$ cat config.mk
export PLATFORM = sky130hd
export DESIGN_NAME = itmr_top
export DESIGN_NICKNAME = d
export VERILOG_FILES = /design/src/rtl/itmr_pkg.sv /design/src/rtl/itmr_timer.sv /design/src/rtl/itmr_irq.sv /design/src/rtl/itmr_free.sv /design/src/rtl/itmr_top.sv
export SDC_FILE = /design/constraint.sdc
export NUM_CORES = 1
export LEC_CHECK = 0
export BUFFER_PORTS_ARGS = -buffer_cell sky130_fd_sc_hd__buf_2
export CAP_MARGIN = 20
export CORE_MARGIN = 2
export CORE_UTILIZATION = 58
export CTS_BUF_LIST = sky130_fd_sc_hd__clkbuf_4 sky130_fd_sc_hd__clkbuf_8
export CTS_CLUSTER_DIAMETER = 120
export DETAILED_ROUTE_END_ITERATION = 8
export PLACE_DENSITY = 0.75
export SETUP_SLACK_MARGIN = 0.15
export SLEW_MARGIN = 15
export SYNTH_ARGS = -nofsm -noshare
export SYNTH_HDL_FRONTEND = slang
export SYNTH_HIERARCHICAL = 1
export SYNTH_SLANG_ARGS = --single-unit
$ cat constraint.sdc
create_clock -name clk -period 2.98 [get_ports clk]
set_clock_uncertainty 0.15 [all_clocks]
set_input_delay 0.298 -clock clk [delete_from_list [all_inputs] [get_ports clk]]
set_output_delay 0.298 -clock clk [all_outputs]
set_load 0.05 [all_outputs]
$ cat src/rtl/itmr_pkg.sv
package itmr_pkg;
  localparam int BUS_W   = 8;
  localparam int SEL_W   = 4;
  localparam int CNT_W   = 2 * BUS_W;
  localparam int FLAG_N  = BUS_W - 1;

  localparam logic [SEL_W-1:0] OFS_CNT_LO  = 4'h4;
  localparam logic [SEL_W-1:0] OFS_CNT_HI  = 4'h5;
  localparam logic [SEL_W-1:0] OFS_LAT_LO  = 4'h6;
  localparam logic [SEL_W-1:0] OFS_LAT_HI  = 4'h7;
  localparam logic [SEL_W-1:0] OFS_FREE_LO = 4'h8;
  localparam logic [SEL_W-1:0] OFS_FREE_HI = 4'h9;
  localparam logic [SEL_W-1:0] OFS_MODE    = 4'hB;
  localparam logic [SEL_W-1:0] OFS_FLAG    = 4'hD;
  localparam logic [SEL_W-1:0] OFS_ENA     = 4'hE;

  typedef struct packed {
    logic lat_lo;
    logic hi_load;
    logic hi_keep;
    logic mode;
    logic flag;
    logic ena;
  } wr_dec_t;
endpackage

$ cat src/rtl/itmr_timer.sv
module itmr_timer #(
  parameter int BUS_W = 8,
  parameter int CNT_W = 16
) (
  input  logic             clk,
  input  logic             rst_n,
  input  logic             wr_lo,
  input  logic             wr_hi_load,
  input  logic             wr_hi_keep,
  input  logic [BUS_W-1:0] wdata,
  input  logic             continuous,
  output logic [CNT_W-1:0] cnt,
  output logic [CNT_W-1:0] latch,
  output logic             expire,
  output logic             sq_tgl
);
  localparam int HI_W = CNT_W - BUS_W;

  logic armed;

  assign expire = (cnt == '0) && (continuous || armed);

  always_ff @(posedge clk or negedge rst_n) begin
    if (!rst_n) begin
      cnt    <= '0;
      latch  <= '0;
      armed  <= 1'b0;
      sq_tgl <= 1'b0;
    end else begin
      if (wr_lo) latch[BUS_W-1:0] <= wdata;
      if (wr_hi_load || wr_hi_keep) latch[CNT_W-1:BUS_W] <= wdata[HI_W-1:0];

      if (wr_hi_load)                cnt <= {wdata[HI_W-1:0], latch[BUS_W-1:0]};
      else if (expire && continuous) cnt <= latch;
      else                           cnt <= cnt - CNT_W'(1);

      if (wr_hi_load)  armed <= 1'b1;
      else if (expire) armed <= 1'b0;

      if (wr_hi_load)  sq_tgl <= 1'b0;
      else if (expire) sq_tgl <= ~sq_tgl;
    end
  end

  AST_HI_LOAD_COPIES: assert property (@(posedge clk) disable iff (!rst_n)
    wr_hi_load |=> cnt == {$past(wdata[HI_W-1:0]), $past(latch[BUS_W-1:0])});

  AST_LO_KEEPS_COUNT: assert property (@(posedge clk) disable iff (!rst_n)
    (wr_lo && !wr_hi_load && cnt != '0) |=> cnt == $past(cnt) - CNT_W'(1));

  AST_ONESHOT_WRAPS: assert property (@(posedge clk) disable iff (!rst_n)
    (expire && !continuous && !wr_hi_load) |=> cnt == '1);

  AST_FREE_RUN_RELOAD: assert property (@(posedge clk) disable iff (!rst_n)
    (expire && continuous && !wr_hi_load) |=> cnt == $past(latch));
endmodule

$ cat src/rtl/itmr_irq.sv
module itmr_irq #(
  parameter int BUS_W = 8
) (
  input  logic             clk,
  input  logic             rst_n,
  input  logic             tmr_set,
  input  logic             tmr_clr,
  input  logic             flag_wr,
  input  logic             ena_wr,
  input  logic [BUS_W-1:0] wdata,
  output logic [BUS_W-2:0] flags,
  output logic [BUS_W-2:0] ena,
  output logic             irq_n
);
  localparam int NI      = BUS_W - 1;
  localparam int TMR_BIT = NI - 1;
  localparam logic [NI-1:0] TMR_MASK = NI'(1) << TMR_BIT;

  logic [NI-1:0] set_vec, clr_vec, flags_nxt, ena_nxt;

  always_comb begin
    set_vec   = tmr_set ? TMR_MASK : '0;
    clr_vec   = (flag_wr ? wdata[NI-1:0] : '0) | (tmr_clr ? TMR_MASK : '0);
    flags_nxt = (flags & ~clr_vec) | set_vec;
    ena_nxt   = ena;
    if (ena_wr) begin
      if (wdata[BUS_W-1]) ena_nxt = ena | wdata[NI-1:0];
      else                ena_nxt = ena & ~wdata[NI-1:0];
    end
  end

  always_ff @(posedge clk or negedge rst_n) begin
    if (!rst_n) begin
      flags <= '0;
      ena   <= '0;
    end else begin
      flags <= flags_nxt;
      ena   <= ena_nxt;
    end
  end

  assign irq_n = ~|(flags & ena);

  AST_FLAG_NEEDS_EXPIRY: assert property (@(posedge clk) disable iff (!rst_n)
    $rose(flags[TMR_BIT]) |-> $past(tmr_set));

  AST_SET_BEATS_CLEAR: assert property (@(posedge clk) disable iff (!rst_n)
    (tmr_set && (tmr_clr || flag_wr)) |=> flags[TMR_BIT]);

  AST_ENA_SET_BITS: assert property (@(posedge clk) disable iff (!rst_n)
    (ena_wr && wdata[BUS_W-1]) |=> (ena & $past(wdata[NI-1:0])) == $past(wdata[NI-1:0]));
endmodule

$ cat src/rtl/itmr_free.sv
module itmr_free #(
  parameter int CNT_W = 16
) (
  input  logic             clk,
  input  logic             rst_n,
  output logic [CNT_W-1:0] cnt
);
  always_ff @(posedge clk or negedge rst_n) begin
    if (!rst_n) cnt <= '0;
    else        cnt <= cnt - CNT_W'(1);
  end

  AST_FREE_STEP: assert property (@(posedge clk) disable iff (!rst_n)
    (cnt != '0) |=> cnt == $past(cnt) - CNT_W'(1));
endmodule

$ cat src/rtl/itmr_top.sv
module itmr_top
  import itmr_pkg::*;
(
  input  logic             clk,
  input  logic             rst_n,
  input  logic [SEL_W-1:0] reg_sel,
  input  logic             rd_en,
  input  logic             wr_en,
  input  logic [BUS_W-1:0] wr_data,
  output logic [BUS_W-1:0] rd_data,
  output logic             irq_n,
  output logic             sq_out
);
  wr_dec_t             wd;
  logic [BUS_W-1:0]    mode_q;
  logic [CNT_W-1:0]    tmr_cnt, tmr_latch, free_cnt;
  logic                expire, sq_tgl;
  logic [FLAG_N-1:0]   flags, ena;

  always_comb begin
    wd         = '0;
    wd.lat_lo  = wr_en && (reg_sel == OFS_CNT_LO || reg_sel == OFS_LAT_LO);
    wd.hi_load = wr_en && (reg_sel == OFS_CNT_HI);
    wd.hi_keep = wr_en && (reg_sel == OFS_LAT_HI);
    wd.mode    = wr_en && (reg_sel == OFS_MODE);
    wd.flag    = wr_en && (reg_sel == OFS_FLAG);
    wd.ena     = wr_en && (reg_sel == OFS_ENA);
  end

  always_ff @(posedge clk or negedge rst_n) begin
    if (!rst_n)       mode_q <= '0;
    else if (wd.mode) mode_q <= wr_data;
  end

  itmr_timer #(.BUS_W(BUS_W), .CNT_W(CNT_W)) u_timer (
    .clk        (clk),
    .rst_n      (rst_n),
    .wr_lo      (wd.lat_lo),
    .wr_hi_load (wd.hi_load),
    .wr_hi_keep (wd.hi_keep),
    .wdata      (wr_data),
    .continuous (mode_q[6]),
    .cnt        (tmr_cnt),
    .latch      (tmr_latch),
    .expire     (expire),
    .sq_tgl     (sq_tgl)
  );

  itmr_irq #(.BUS_W(BUS_W)) u_irq (
    .clk     (clk),
    .rst_n   (rst_n),
    .tmr_set (expire),
    .tmr_clr (wd.hi_load || wd.hi_keep),
    .flag_wr (wd.flag),
    .ena_wr  (wd.ena),
    .wdata   (wr_data),
    .flags   (flags),
    .ena     (ena),
    .irq_n   (irq_n)
  );

  itmr_free #(.CNT_W(CNT_W)) u_free (
    .clk   (clk),
    .rst_n (rst_n),
    .cnt   (free_cnt)
  );

  assign sq_out = mode_q[7] & sq_tgl;

  always_comb begin
    rd_data = '0;
    if (rd_en) begin
      case (reg_sel)
        OFS_CNT_LO:  rd_data = tmr_cnt[BUS_W-1:0];
        OFS_CNT_HI:  rd_data = tmr_cnt[CNT_W-1:BUS_W];
        OFS_LAT_LO:  rd_data = tmr_latch[BUS_W-1:0];
        OFS_LAT_HI:  rd_data = tmr_latch[CNT_W-1:BUS_W];
        OFS_FREE_LO: rd_data = free_cnt[BUS_W-1:0];
        OFS_FREE_HI: rd_data = free_cnt[CNT_W-1:BUS_W];
        OFS_MODE:    rd_data = mode_q;
        OFS_FLAG:    rd_data = {|flags, flags};
        OFS_ENA:     rd_data = {1'b1, ena};
        default:     rd_data = '0;
      endcase
    end
  end

  AST_IRQ_NEEDS_ENABLE: assert property (@(posedge clk) disable iff (!rst_n)
    !irq_n |-> (|ena));

  AST_SQ_GATED: assert property (@(posedge clk) disable iff (!rst_n)
    !mode_q[7] |-> !sq_out);
endmodule

# Word-level counts from Yosys, hierarchy flattened
# Cells that the tools add are included.
[totals]
ff_bits = 72
[op_classes]
add_sub_neg = 2
n_eq_ne = 9
mux = 12
bitwise_logic = 10
reduce_logical = 16
[op_table]
columns = ["operator", "count"]
rows = [
  ["$pmux 8 s9", 1],
  ["$mux 16", 2],
  ["$sub 16x1->16 const B", 2],
  ["$mux 7", 4],
  ["$and 7x7->7", 3],
  ["$or 7x7->7", 3],
  ["$eq 4x4->1 const B", 5],
  ["$eq 4x3->1 const B", 4],
  ["$logic_not 16->1", 1],
  ["$not 7->7", 2],
  ["$reduce_or 7->1", 2],
  ["$logic_and 1x1->1", 8],
  ["$mux 8", 1],
  ["$mux 1", 4],
  ["$logic_or 1x1->1", 3],
  ["$reduce_bool 2->1", 1],
  ["$and 1x1->1", 1],
  ["$logic_not 1->1", 1],
  ["$not 1->1", 1],
]

# Longest topological paths before layout
[depth]
depth_word = 8
ltp_mapped = 9
depth_no_buf = 7

# By module
# Netlist, hierarchy kept.
[modules_own_cells]
columns = ["module", "instances", "cells_per_inst", "area_each_um2"]
rows = [
  ["itmr_timer", 1, 146, 1614.0],
  ["itmr_top", 1, 136, 1178.6],
  ["itmr_free", 1, 56, 669.4],
  ["itmr_irq", 1, 41, 548.0],
]

# Worst setup path after synthesis
# Ideal clock, no wire load.
[synth_timing]
path_kind = "input to output"
from = "input reg_sel[1]"
to = "output rd_data[7]"
arrival_time_ns = 1.833
t_required_ns = 2.532
setup_slack_ns = 0.699
stages = 5
path_cell_list = "buf_4 > buf_2 > o32ai_1 > nand2_1 > a31oi_1"
[synth_via]
elab_chain_len = 3
[synth_rtl]
columns = ["element", "line_no", "text"]
rows = [
  ["start, declared", "itmr_top.sv:6", "input logic [SEL_W-1:0] reg_sel,"],
  ["$eq 4x4->1 or $eq 4x3->1 (tied branches)", "itmr_top.sv:73", "case (reg_sel)"],
  ["$pmux 8 s9 (*)", "itmr_top.sv:73", ""],
  ["$mux 8 (*)", "itmr_top.sv:72", "if (rd_en) begin"],
  ["end, declared", "itmr_top.sv:10", "output logic [BUS_W-1:0] rd_data,"],
]
# Every way passes the cells marked *; elsewhere a longest branch is shown, timed or not.

# Worst setup path after layout
[layout_timing]
from = "register u_timer.cnt[0]"
to = "register u_timer.cnt[11]"
[layout_via]
elab_chain_len = 5
[layout_rtl]
columns = ["element", "line_no", "text"]
rows = [
  ["start, declared", "itmr_timer.sv:12", "output logic [CNT_W-1:0] cnt,"],
  ["start signal, assigned", "itmr_timer.sv:33", "if (wr_hi_load) cnt <= {wdata[HI_W-1:0], latch[BUS_W-1:0]};"],
  ["start signal, assigned", "itmr_timer.sv:34", "else if (expire && continuous) cnt <= latch;"],
  ["start signal, assigned", "itmr_timer.sv:35", "else cnt <= cnt - CNT_W'(1);"],
  ["branches (longest 3 deep; another with $sub 16x1->16)", "n/a", ""],
  ["$mux 16 (*)", "itmr_timer.sv:34", ""],
  ["$mux 16 (*)", "itmr_timer.sv:33", ""],
]
# Every way passes the cells marked *.
# A chain may end at the register's enable or synchronous reset.

==> results <==
- For this run, the share of the core covered by cells in the final layout is 0.646.
- In this run the post-CTS setup repair buffer count came out at 0.
- The sum of overflow across all layers after global routing is 0.
- The number of flops mapped to enable cells by yosys is 0.
- The final clock period utilization by the worst path is 0.882.
- Of the total synthesized cell area, the portion taken by full adders, half adders and majority gates is 0.00624.
- The number of gates resized after CTS is 0.
- The xor and xnor area share after synthesis is 0.0590.
- Clock tree synthesis inserted a total of 9 buffers.
- The most used flip-flop cell after synthesis is sky130_fd_sc_hd__dfrtp_1.
- The total I/O pin count is 26.
- The vias per cell is 6.37.
- In the synthesized netlist the async set-or-reset flop fraction comes to 1.00.
- The count of input and output buffers is 25.
- The area added between synthesis and finish is 8.89%.
- The H-tree depth is 3.
- The nature of the critical path startpoint is a flip-flop.
- The area fraction in and, or, nand and nor cells after synthesis is 0.166.
- The violation count after the first detailed-routing iteration is 327.
- Setup repair after global routing left no endpoint under its margin.
- The number of placement rows is 30.
- Detailed placement finished with a half-perimeter wire length of 6990 microns.
- The tree is rooted in a sky130_fd_sc_hd__clkbuf_8.
- Ranked by total cell area, the synthesized netlist is headed by sky130_fd_sc_hd__dfrtp_1 (45%), sky130_fd_sc_hd__mux2_2 (7.0%), sky130_fd_sc_hd__nand2_1 (3.4%).
- 0 antenna diodes ended up in the layout.
- The routability-driven placement congestion ratio is 0.866.
- The largest single stage delay on the critical path is 510 ps.
- The setup violation total in the final timing report is 0.
- The via count of the first global-routing pass is 3043.
- For this design, the slowest cell found on the critical path is sky130_fd_sc_hd__nor4b_4.
- Subtracting the final worst setup slack from the clock period gives 2630 ps.
- The die covers 7600 sq um.
- The synthesized cell area is 4010 sq um.
- After clock tree synthesis, the flow added hold-fix buffers numbering 1.
- In the global route stage, overall resource usage came out at 0.274.
- The min-delay analysis places its worst path in the category input pin to flip-flop.
- For this run, the top clock speed supported by timing is 380 MHz.
- After detailed routing, the number of remaining DRC violations is 0.
- The standard cell core area is 6760 sq um.
- The post-layout instance count excluding filler cells is 491.
- Counting both buffers and inverters, the worst setup path holds a total of 1.
- The tool flagged a number of max-cap violations equal to 0.
- Leaving out fill and tap cells, the most frequent cell in the layout is sky130_fd_sc_hd__dfrtp_1.
- The mean instance size in the synthesized netlist is 10.6 sq um.
- The first global-routing pass estimated 15600 microns of wire.
- Clock tree synthesis found a total of 72 sinks.
- The instance count of the mapped netlist is 379.
- The worst voltage drop across the vdd grid is 0.377 mV.
- For this run, the register share of the synthesized area comes to 0.449.
- No sink is reached through more buffers than the 2 on the longest clock path.
- For the worst-skew pair, the clock arrives at the later sink with an insertion delay of 360 ps.
- The final-report max-slew violation count is 0.
- The total nets after synthesis is 397.
- The clock slew at the register clock pins of the worst setup and hold paths is 80 ps.
- The die is 87.2 microns wide.
- In this run the power density over the cells is 624 nW/um^2.
- The actual transition at the worst max-transition pin is 834 ps.
- The share of Yosys cell area claimed by the top area cell type is 0.449.
- The count of antenna-violating nets left after detailed routing is 0.
- The multiplexer area fraction after synthesis is 0.115.
- The number of nets in the finished design is 424.
- The number of warnings reported in the yosys synthesis log is 6.
- The TritonCTS clock tree is built.
- Along the worst path, the maximum fanout reaches 19.
- The total power is 2730 uW.
- Broken down by cell family, the worst path's largest delay share belongs to simple AND/OR/NAND/NOR gates.
- The floorplan step set the die height to 87.2 microns.
- The combinational family with the most area after synthesis is simple AND/OR/NAND/NOR gates.
- The worst setup path is of the flip-flop to flip-flop kind.
- The data arrival time of the critical path is 2720 ps.
- The wire length after detailed routing is 9640 microns.
- For the worst setup path, the data required time is 3070 ps.
- For this block, the via count after detailed routing is 3127.
- The relative slew slack is 0.442.
- The number of hold violations in the final report came to 0.
- After synthesis, the netlist uses 67 different library cells.
- The element type at the critical path end is a flip-flop.
- The number of cells in the design after placement is 474.
- The pre-antenna-repair detailed-routing pass consisted of 5 iterations.
- The flow ran to the end, and the final reports show no timing, DRC or antenna violations.
- Traced cell by cell, the critical path runs through inv_1 -> ha_1 -> or3b_1 -> nor4b_4 -> a21oi_2 -> a221oi_1.
- The setup total negative slack is 0 ps.
- The number of antenna violations at the first check in global routing was 0.
- The pin count of the biggest net entering global routing is 39.
- The average detailed-routed wire length per instance is 19.6 microns.
- The number of synthesized register bits is 72.
- The fraction of layout instances using a drive strength above 1 is 0.219.
- The leakage power summed over all cells is 0.00177 uW.
- The starting utilization of the core area is 0.594.
- The top cell type by total area after synthesis is sky130_fd_sc_hd__dfrtp_1.
- In the layout the commonest cells are sky130_fd_sc_hd__dfrtp_1 (72), sky130_fd_sc_hd__nand2_1 (36), sky130_fd_sc_hd__mux2_2 (25), sky130_fd_sc_hd__buf_2 (25), sky130_fd_sc_hd__nor2_1 (23).
- The post-synthesis compound-gate area fraction is 0.158.
-- kinds of logic (layout without fill, tap and decap cells) --
logic type / count (synthesis) / in the layout
compound gates: 84 / 84
mux: 41 / 41
buf+inv: 30 / 62
simple gates: 123 / 123
xor+xnor: 27 / 27
flops: 72 / 72
fa+ha+maj: 2 / 2
-- Yosys cell counts, types with 3 or more instances --
library cell                number
sky130_fd_sc_hd__buf_6           7
sky130_fd_sc_hd__nand2b_1        5
sky130_fd_sc_hd__a31oi_1         5
sky130_fd_sc_hd__nor4_1          4
sky130_fd_sc_hd__xnor2_1        13
sky130_fd_sc_hd__nor2b_1         3
sky130_fd_sc_hd__o2bb2ai_1       3
sky130_fd_sc_hd__o31ai_1         6
sky130_fd_sc_hd__xor2_1         14
sky130_fd_sc_hd__nor3_1         14
sky130_fd_sc_hd__o31a_1          3
sky130_fd_sc_hd__nor2_1         23
sky130_fd_sc_hd__a21oi_1        15
sky130_fd_sc_hd__or4_1           3
sky130_fd_sc_hd__o21ai_0         5
sky130_fd_sc_hd__mux2_1          7
sky130_fd_sc_hd__inv_1          13
sky130_fd_sc_hd__a21boi_0        6
sky130_fd_sc_hd__o22a_1          3
sky130_fd_sc_hd__clkbuf_1        3
sky130_fd_sc_hd__mux2i_1         8
sky130_fd_sc_hd__nand3_1         6
sky130_fd_sc_hd__nor3b_1         5
sky130_fd_sc_hd__and2_1          3
sky130_fd_sc_hd__mux2_2         25
sky130_fd_sc_hd__nand2_1        36
sky130_fd_sc_hd__buf_4           4
sky130_fd_sc_hd__dfrtp_1        72
sky130_fd_sc_hd__a221oi_1        5
sky130_fd_sc_hd__or3_1           5
sky130_fd_sc_hd__a32o_1          3
sky130_fd_sc_hd__a22oi_1        10
-- area by class of cell --
class	instances	area, sq um
well taps	80	100
clock buffers	10	131
repair buffers	33	200
clock inverters	6	60.1
inverters	13	48.8
multi-input cells	277	2020
flip-flops and latches	72	1800
fillers	554	2390
-- flip-flops by register name, indices dropped and copies added, names as in the netlist, named ones only --
| signal | cells |
|---|---|
| u_free/cnt | 16 |
| u_timer/cnt | 16 |
| u_timer/latch | 16 |
| mode_q | 8 |
| u_irq/flags | 7 |
| u_timer/armed | 1 |
| u_timer/sq_tgl | 1 |
-- routing by layer --
layer | track usage | up-vias | wire (microns)
li1 | - | 1442 | -
met1 | 0.384 | 1533 | 4430
met3 | 0.0464 | 20 | 540
met5 | 0 | - | 0
met4 | 0.108 | 0 | 235
met2 | 0.428 | 132 | 4440
-- report_power, final --
group / total, uW / internal, uW / switching, uW
registers: 1380 / 1170 / 216
logic: 580 / 292 / 288
clock network: 766 / 391 / 375
total: 2730 / 1850 / 879
-- through the flow --
stage          setup WS [ps]  hold WS (ps)  instance area, sq um
5_1_grt                  208          74.1                  4370
2_1_floorplan            699          -148                  4010
4_1_cts                  366          69.8                  4370
3_3_place_gp             559           286                  4170
3_5_place_dp             424           280                  4170
6_report                 350          80.9                  4370
-- worst register-to-register path, stage by stage (launching register included) --
cell and delay, ps:
sky130_fd_sc_hd__dfrtp_1 420, sky130_fd_sc_hd__inv_1 70, sky130_fd_sc_hd__ha_1 170, sky130_fd_sc_hd__or3b_1 480
sky130_fd_sc_hd__nor4b_4 510, sky130_fd_sc_hd__a21oi_2 330, sky130_fd_sc_hd__a221oi_1 380
-- worst paths after layout --
path	slack, ps	to	cells after the start	start
setup / recovery	350	u_timer/cnt[11]$_DFF_PN0_	6	u_timer/cnt[0]$_DFF_PN0_
min in group asynchronous	420	u_free/cnt[5]$_DFF_PN0_	2	rst_n
setup reg to reg	350	u_timer/cnt[11]$_DFF_PN0_	6	u_timer/cnt[0]$_DFF_PN0_
max in group asynchronous	1590	mode_q[6]$_DFFE_PN0P_	3	rst_n
hold / removal	80	u_irq/flags[4]$_DFF_PN0_	2	wr_data[4]
hold reg to reg	360	u_free/cnt[11]$_DFF_PN0_	1	u_free/cnt[11]$_DFF_PN0_
(Power assumes the default switching activity.)
